$ cat config.mk
export PLATFORM = sky130hd
export DESIGN_NAME = ewc_ctrl
export DESIGN_NICKNAME = d
export VERILOG_FILES = /design/src/rtl/ewc_pkg.sv /design/src/rtl/ewc_ctrl.sv
export SDC_FILE = /design/constraint.sdc
export NUM_CORES = 1
export LEC_CHECK = 0
export CAP_MARGIN = 0
export CORE_MARGIN = 2
export CORE_UTILIZATION = 54
export CTS_BUF_LIST = sky130_fd_sc_hd__clkbuf_16
export CTS_CLUSTER_DIAMETER = 120
export DETAILED_ROUTE_END_ITERATION = 10
export PLACE_DENSITY = 0.86
export SKIP_CTS_REPAIR_TIMING = 1
export SYNTH_ARGS = -nofsm -noshare
export SYNTH_HDL_FRONTEND = slang
export SYNTH_SLANG_ARGS = --single-unit
$ cat constraint.sdc
create_clock -name clk -period 5.1 [get_ports clk]
set_input_delay 0.765 -clock clk [delete_from_list [all_inputs] [get_ports clk]]
set_output_delay 0.765 -clock clk [all_outputs]
set_load 0.01 [all_outputs]
$ cat src/rtl/ewc_pkg.sv
package ewc_pkg;
  typedef enum logic [1:0] {
    ST_SLEEP   = 2'd0,
    ST_STARTUP = 2'd1,
    ST_CHECK   = 2'd2,
    ST_RECEIVE = 2'd3
  } ewc_state_e;
endpackage

$ cat src/rtl/ewc_ctrl.sv
module ewc_ctrl
  import ewc_pkg::*;
#(
  parameter int LIM_W    = 6,
  parameter int SU_W     = 8,
  parameter int NEED_W   = 4,
  parameter int LO_FLOOR = 10
) (
  input  logic              clk,
  input  logic              rst,
  input  logic              enable,
  input  logic              tick,
  input  logic              edge_i,
  input  logic [LIM_W-1:0]  cnt,
  input  logic [LIM_W-1:0]  lim_lo,
  input  logic [LIM_W-1:0]  lim_hi,
  input  logic [SU_W-1:0]   startup_len,
  input  logic [NEED_W-1:0] pass_need,
  output logic [1:0]        state_o,
  output logic              pass_pulse,
  output logic              fail_pulse,
  output logic              cnt_run,
  output logic              cnt_restart
);
  localparam logic [LIM_W-1:0] LO_MIN = LIM_W'(LO_FLOOR);

  ewc_state_e        state;
  logic              en_q;
  logic              armed;
  logic [SU_W-1:0]   su_cnt;
  logic [NEED_W-1:0] ok_cnt;

  logic [LIM_W-1:0]  lo_eff;
  logic [NEED_W-1:0] need_eff;
  logic [NEED_W:0]   ok_next;
  logic [SU_W:0]     su_next;
  logic in_chk, too_long, measured, too_short, good, done, fail_now, leave;

  always_comb begin
    lo_eff    = (lim_lo < LO_MIN) ? LO_MIN : lim_lo;
    need_eff  = (pass_need == '0) ? NEED_W'(1) : pass_need;
    ok_next   = {1'b0, ok_cnt} + 1'b1;
    su_next   = {1'b0, su_cnt} + 1'b1;
    in_chk    = (state == ST_CHECK);
    too_long  = in_chk && (cnt >= lim_hi);
    measured  = in_chk && edge_i && armed && !too_long;
    too_short = measured && (cnt < lo_eff);
    good      = measured && !too_short;
    done      = good && (ok_next >= {1'b0, need_eff});
    fail_now  = too_long || too_short;
    leave     = fail_now || done || !enable;
    cnt_run     = in_chk && !leave;
    cnt_restart = in_chk && edge_i;
  end

  always_ff @(posedge clk) begin
    if (rst) begin
      state      <= ST_SLEEP;
      en_q       <= 1'b0;
      armed      <= 1'b0;
      su_cnt     <= '0;
      ok_cnt     <= '0;
      pass_pulse <= 1'b0;
      fail_pulse <= 1'b0;
    end else begin
      en_q       <= enable;
      pass_pulse <= 1'b0;
      fail_pulse <= 1'b0;
      if (!enable) begin
        state <= ST_SLEEP;
      end else begin
        unique case (state)
          ST_SLEEP: if (!en_q) begin
            state  <= ST_STARTUP;
            su_cnt <= '0;
          end
          ST_STARTUP: if (tick) begin
            if (su_next >= {1'b0, startup_len}) begin
              state  <= ST_CHECK;
              armed  <= 1'b0;
              ok_cnt <= '0;
            end else begin
              su_cnt <= su_next[SU_W-1:0];
            end
          end
          ST_CHECK: begin
            if (fail_now) begin
              fail_pulse <= 1'b1;
              state      <= ST_SLEEP;
            end else if (done) begin
              pass_pulse <= 1'b1;
              state      <= ST_RECEIVE;
            end else if (edge_i) begin
              armed <= 1'b1;
              if (good) ok_cnt <= ok_next[NEED_W-1:0];
            end
          end
          default: state <= ST_RECEIVE;
        endcase
      end
    end
  end

  assign state_o = state;

  assert_cnt_idle_R5: assert property (@(posedge clk) disable iff (rst)
    (state != ST_CHECK) |-> (cnt == '0));
  assert_fail_sleep_R8: assert property (@(posedge clk) disable iff (rst)
    fail_pulse |-> (state == ST_SLEEP));
  assert_pass_recv_R11: assert property (@(posedge clk) disable iff (rst)
    pass_pulse |-> (state == ST_RECEIVE));
  assert_one_outcome_R9: assert property (@(posedge clk) disable iff (rst)
    !(pass_pulse && fail_pulse));
  assert_enable_low_R3: assert property (@(posedge clk) disable iff (rst)
    !$past(enable) |-> (state == ST_SLEEP));
endmodule

* After elaboration in Yosys (flattened, before gate mapping)
Index checks and enable logic that the tools add are counted.
** Word-level totals
- Input bits :: 35
- Logic and storage cells :: 80
- Register bits after elaboration :: 18
- Output and inout bits :: 6
** Cells by class
- Multiplexer cells :: 27
- Add/sub/neg operators :: 2
- Eq/ne operators :: 11
- $lt $le $gt $ge :: 5
- Reductions and logical operators :: 26
- Bitwise logic cells :: 2
** Operators with widths (number)
- $mux W4 :: 7
- $mux W8 :: 3
- $pmux W8 S2 :: 1
- $ne A2 B2 Y1 const B :: 7
- $mux W2 :: 5
- $add A8 B1 Y9 const B :: 1
- $ge A9 B8 Y1 :: 1
- $logic_and A1 B1 Y1 :: 8
- $pmux W4 S2 :: 1
- $reduce_and A8 Y1 :: 1
- $mux W1 :: 7
- $reduce_and A7 Y1 :: 1
- $ge A6 B6 Y1 :: 1
- $lt A6 B4 Y1 const B :: 1
- $lt A6 B6 Y1 :: 1
- $mux W6 :: 1
- $pmux W2 S3 :: 1
- $add A4 B1 Y5 const B :: 1
- $ge A5 B4 Y1 :: 1
- $reduce_and A5 Y1 :: 1
- $logic_not A1 Y1 :: 4
- $logic_not A4 Y1 :: 1
- $reduce_and A4 Y1 :: 1
- $reduce_bool A2 Y1 :: 2
- other kinds (11) :: 14

* Depth between registers and ports, before layout
- Depth after elaboration :: 12
- Mapped depth :: 11
- Mapped depth without buffers :: 11

* Worst setup path after synthesis
OpenSTA, ideal clock, no wires.
- Path type :: input to output
- From :: input port lim_lo[4]
- To :: output port cnt_run
- Required time :: 4.335 ns
- Arrival :: 2.232 ns
- Setup slack :: 2.103 ns
- Stages on the path :: 7
- Path buffers :: 0
- Path through :: nor2_1 a21oi_1 ha_1 a2111o_1 a221oi_4 o31ai_2 and2_2
** Between the ends
- Word-level cells in the longest chain between the ends :: 11
- Elaborated cells on any way between the ends :: 12
- Classes of those cells :: 2 x order compare; 1 x mux; 9 x reduce/logical
** Ends and longest elaborated chain
- start, declared :: line ewc_ctrl.sv:15 : input logic [LIM_W-1:0] lim_lo,
- $lt A6 B4 Y1 :: line ewc_ctrl.sv:40 : lo_eff = (lim_lo < LO_MIN) ? LO_MIN : lim_lo;
- $mux W6 * :: line ewc_ctrl.sv:40
- $lt A6 B6 Y1 * :: line ewc_ctrl.sv:47 : too_short = measured && (cnt < lo_eff);
- $logic_and A1 B1 Y1 * :: line ewc_ctrl.sv:47
- $logic_not A1 Y1 :: line ewc_ctrl.sv:48 : good = measured && !too_short;
- $logic_and A1 B1 Y1 :: line ewc_ctrl.sv:48
- $logic_and A1 B1 Y1 :: line ewc_ctrl.sv:49 : done = good && (ok_next >= {1'b0, need_eff});
- $logic_or A1 B1 Y1 * (2 in series) :: line ewc_ctrl.sv:51 : leave = fail_now || done || !enable;
- $logic_not A1 Y1 * :: line ewc_ctrl.sv:52 : cnt_run = in_chk && !leave;
- $logic_and A1 B1 Y1 * :: line ewc_ctrl.sv:52
- end, declared :: line ewc_ctrl.sv:22 : output logic cnt_run,
Every way passes the cells marked *; elsewhere a longest branch is shown, timed or not.

* Worst setup path in the final report
- From :: input port pass_need[3]
- To :: output port cnt_run
** Between the ends
- Word-level cells in the longest chain between the ends :: 8
** Ends and longest elaborated chain
- start, declared :: line ewc_ctrl.sv:18 : input logic [NEED_W-1:0] pass_need,
- $logic_not A4 Y1 :: line ewc_ctrl.sv:41 : need_eff = (pass_need == '0) ? NEED_W'(1) : pass_need;
- $mux W4 * :: line ewc_ctrl.sv:41
- $ge A5 B4 Y1 * :: line ewc_ctrl.sv:49
- $logic_and A1 B1 Y1 * :: line ewc_ctrl.sv:49
- $logic_or A1 B1 Y1 * (2 in series) :: line ewc_ctrl.sv:51
- $logic_not A1 Y1 * :: line ewc_ctrl.sv:52
- $logic_and A1 B1 Y1 * :: line ewc_ctrl.sv:52
Marks and branches as above.

==> impl_metrics.json <==
{
  "cts_root_buf": "clkbuf_16",
  "grt_pass1_wl_um": 6420,
  "holdWs_ns": 0.486,
  "finalCritPeriodShare_pct": 79.6,
  "crit_type": "in2out",
  "ys_async_sr_fraction_pct": 0,
  "gp_congestion": 0.769,
  "drc_errors": 0,
  "cts_buffers": 3,
  "mostFrequentLayoutCells": "clkdlybuf4s50_1 (40), ha_1 (29), inv_1 (22), nand2_1 (18), dfxtp_1 (18)",
  "die-area_um2": 3670,
  "area_growth_pct": 27.6,
  "final.setup.tns_ns": 0,
  "ys_warn_count": 0,
  "vias": 1613,
  "rsz0062_at_grt": "no",
  "slowest_stage": "clkdlybuf4s50_1",
  "htreeDepth": 1,
  "cp-end-kind": "output pin",
  "power_uw": 420,
  "syn_inst": 209,
  "dp_hpwl_um": 3000,
  "report.final.slew_viol_count": 0,
  "status": "finished clean",
  "drt_wl_total_um": 3630,
  "design.core.area_um2": 3050,
  "start_kind": "input port",
  "synth_edf_count": 0,
  "grt_usage_pct": 22.4,
  "cts_tree": "yes",
  "antenna_left": 0,
  "synth_ff_type": "dfxtp_1",
  "syn_area_um2": 1730,
  "antenna_found_initial": 0,
  "slowest_delay_ns": 0.53,
  "pin_count": 41,
  "seqCellArea_um2": 360,
  "path_clk_slew_ns": 0.05,
  "max_freq_ghz": 0.246,
  "fp.dieW_um": 60.6,
  "synthTopCellsByArea": "ha_1 (21%), dfxtp_1 (21%), inv_1 (4.8%)",
  "start_util_pct": 56.7,
  "fin_nets": 314,
  "critPathMaxFanout": 2,
  "instances_no_fill": 293,
  "post_dp_cell_area_um2": 2130,
  "final_area_um2": 2210,
  "clock_latency_ns": 0.25,
  "final_common_cell": "clkdlybuf4s50_1",
  "hold_viol_final": 0,
  "grt_pass1_vias": 1526,
  "postSynthAreaPerCell_um2": 8.28,
  "worst-slew-pin-transition_ns": 1.01,
  "wire_per_inst_um": 12.4,
  "cts_buffer_depth": 2,
  "setup_viol": 0,
  "clock_skew_ns": 0.00165,
  "dp_cells": 289,
  "drtIter0Drc": 50,
  "rows": 20,
  "portBuffers": 40,
  "diodes": 0,
  "cap_violations": 0,
  "syn_nets": 273,
  "cellLeakagePower_nw": 0.988,
  "drive_gt1_share_pct": 5.22,
  "finalCriticalPeriod_ns": 4.06,
  "crit_arrival_ns": 3.29,
  "yosysTopAreaCell": "ha_1",
  "synth.top_cell.area_share_pct": 21.0,
  "path_cells": "clkdlybuf4s50_1 -> inv_1 -> a31o_2 -> ha_1 -> nand2b_1 -> a211oi_1 -> o21ai_0 -> o31ai_2 -> and2_2 -> clkdlybuf4s50_1",
  "nFillCells": 259,
  "first_pass_iters": 4,
  "overflow": 0,
  "hp-class": "reg2reg",
  "powerDensity_nw_per_um2": 190,
  "grt_start_max_net_pins": 16,
  "worst-path-buf-inv": 3,
  "cts.sinks": 18,
  "synth_seq_cells": 18,
  "seq_area_frac_synth_pct": 20.8,
  "cp_top_family": "buffers and inverters",
  "die_y_um": 60.6,
  "vias_per_cell": 5.51,
  "slew_headroom_pct": 31.5,
  "crit_required_ns": 4.34,
  "cp_common_cell": "clkdlybuf4s50_1",
  "ys_types": 48,
  "vdd_drop_max_v": 0.000144,
  "multi_input_area_um2": 1230
}
-- state kept, by name (all words and copies together) (netlist names) --
signal	flops
su_cnt	8
state_o	2
fail_pulse	1
en_q	1
pass_pulse	1
ok_cnt	4
armed	1
-- layer usage --
metal  vias to the layer above  wire length, um  global-route usage, %
met5                         -                0                      0
met4                         0               15                   2.80
met3                         3              191                   4.05
met2                        37             1750                   40.1
met1                       738             1670                   28.9
li1                        835                -                      -
-- stage by stage --
stage	util, %	setup slack (ns)
2_1_floorplan	-	2.10
3_5_place_dp	69.8	1.04
5_1_grt	72.3	0.818
3_3_place_gp	69.8	1.06
4_1_cts	72.3	1.03
6_report	72.3	1.04
-- kinds of logic after synthesis --
| family | synth area share, % |
|---|---|
| multiplexers | 2.31 |
| adder cells (fa/ha/maj) | 21.0 |
| flip-flops | 20.8 |
| buffers and inverters | 8.03 |
| AND/OR/NAND/NOR | 22.5 |
| AO/OA/AOI/OAI | 21.3 |
| XOR/XNOR | 4.05 |
-- worst reg2reg max path, cell delays in order (launching register included) --
cell	delay [ns]
dfxtp_1	0.39
ha_1	0.22
and4_1	0.26
nand2_1	0.08
xnor2_1	0.15
ha_1	0.32
nand4_1	0.10
o211a_1	0.27
o311ai_1	0.89
o21ai_0	0.21
a21oi_1	0.16
-- area by class of cell --
cell class / count / share of cell area [%]
Multi-Input combinational cell: 165 / 55.8
Clock buffer: 3 / 3.40
Sequential cell: 18 / 16.3
Inverter: 22 / 3.74
Tap cell: 44 / 2.49
Timing Repair Buffer: 40 / 18.1
Clock inverter: 1 / 0.170
-- cell usage after synthesis, types with 2 or more instances --
cell       n
a21oi_1   14
nor2_1     9
o211ai_1   2
nor2b_1    3
nand2_1   18
dfxtp_1   18
a21o_1     4
nor3_1     2
xnor2_1    5
nand3_1   13
and2_1     4
nand4_1    3
inv_1     22
xor2_1     3
o31ai_1    5
o21a_1     2
mux2i_1    4
ha_1      29
a211oi_1   3
a31oi_1    6
nand2b_1   8
o21ai_0    6
-- final timing paths --
check                     from   endpoint  slack (ns)  depth (start not counted)
setup reg to reg     su_cnt[0]  su_cnt[4]        1.97                         10
hold reg to reg      su_cnt[7]  su_cnt[7]        0.49                          2
hold / removal       su_cnt[7]  su_cnt[7]        0.49                          2
setup / recovery  pass_need[3]    cnt_run        1.04                         10
-- power by group --
group	total (mW)	switching, mW	leakage, nW	internal, mW
sequential	0.146	0.00287	0.145	0.144
clock	0.158	0.0533	0.0385	0.104
combinational	0.116	0.0569	0.804	0.0593
No activity file was read; power rests on OpenSTA's default activity.
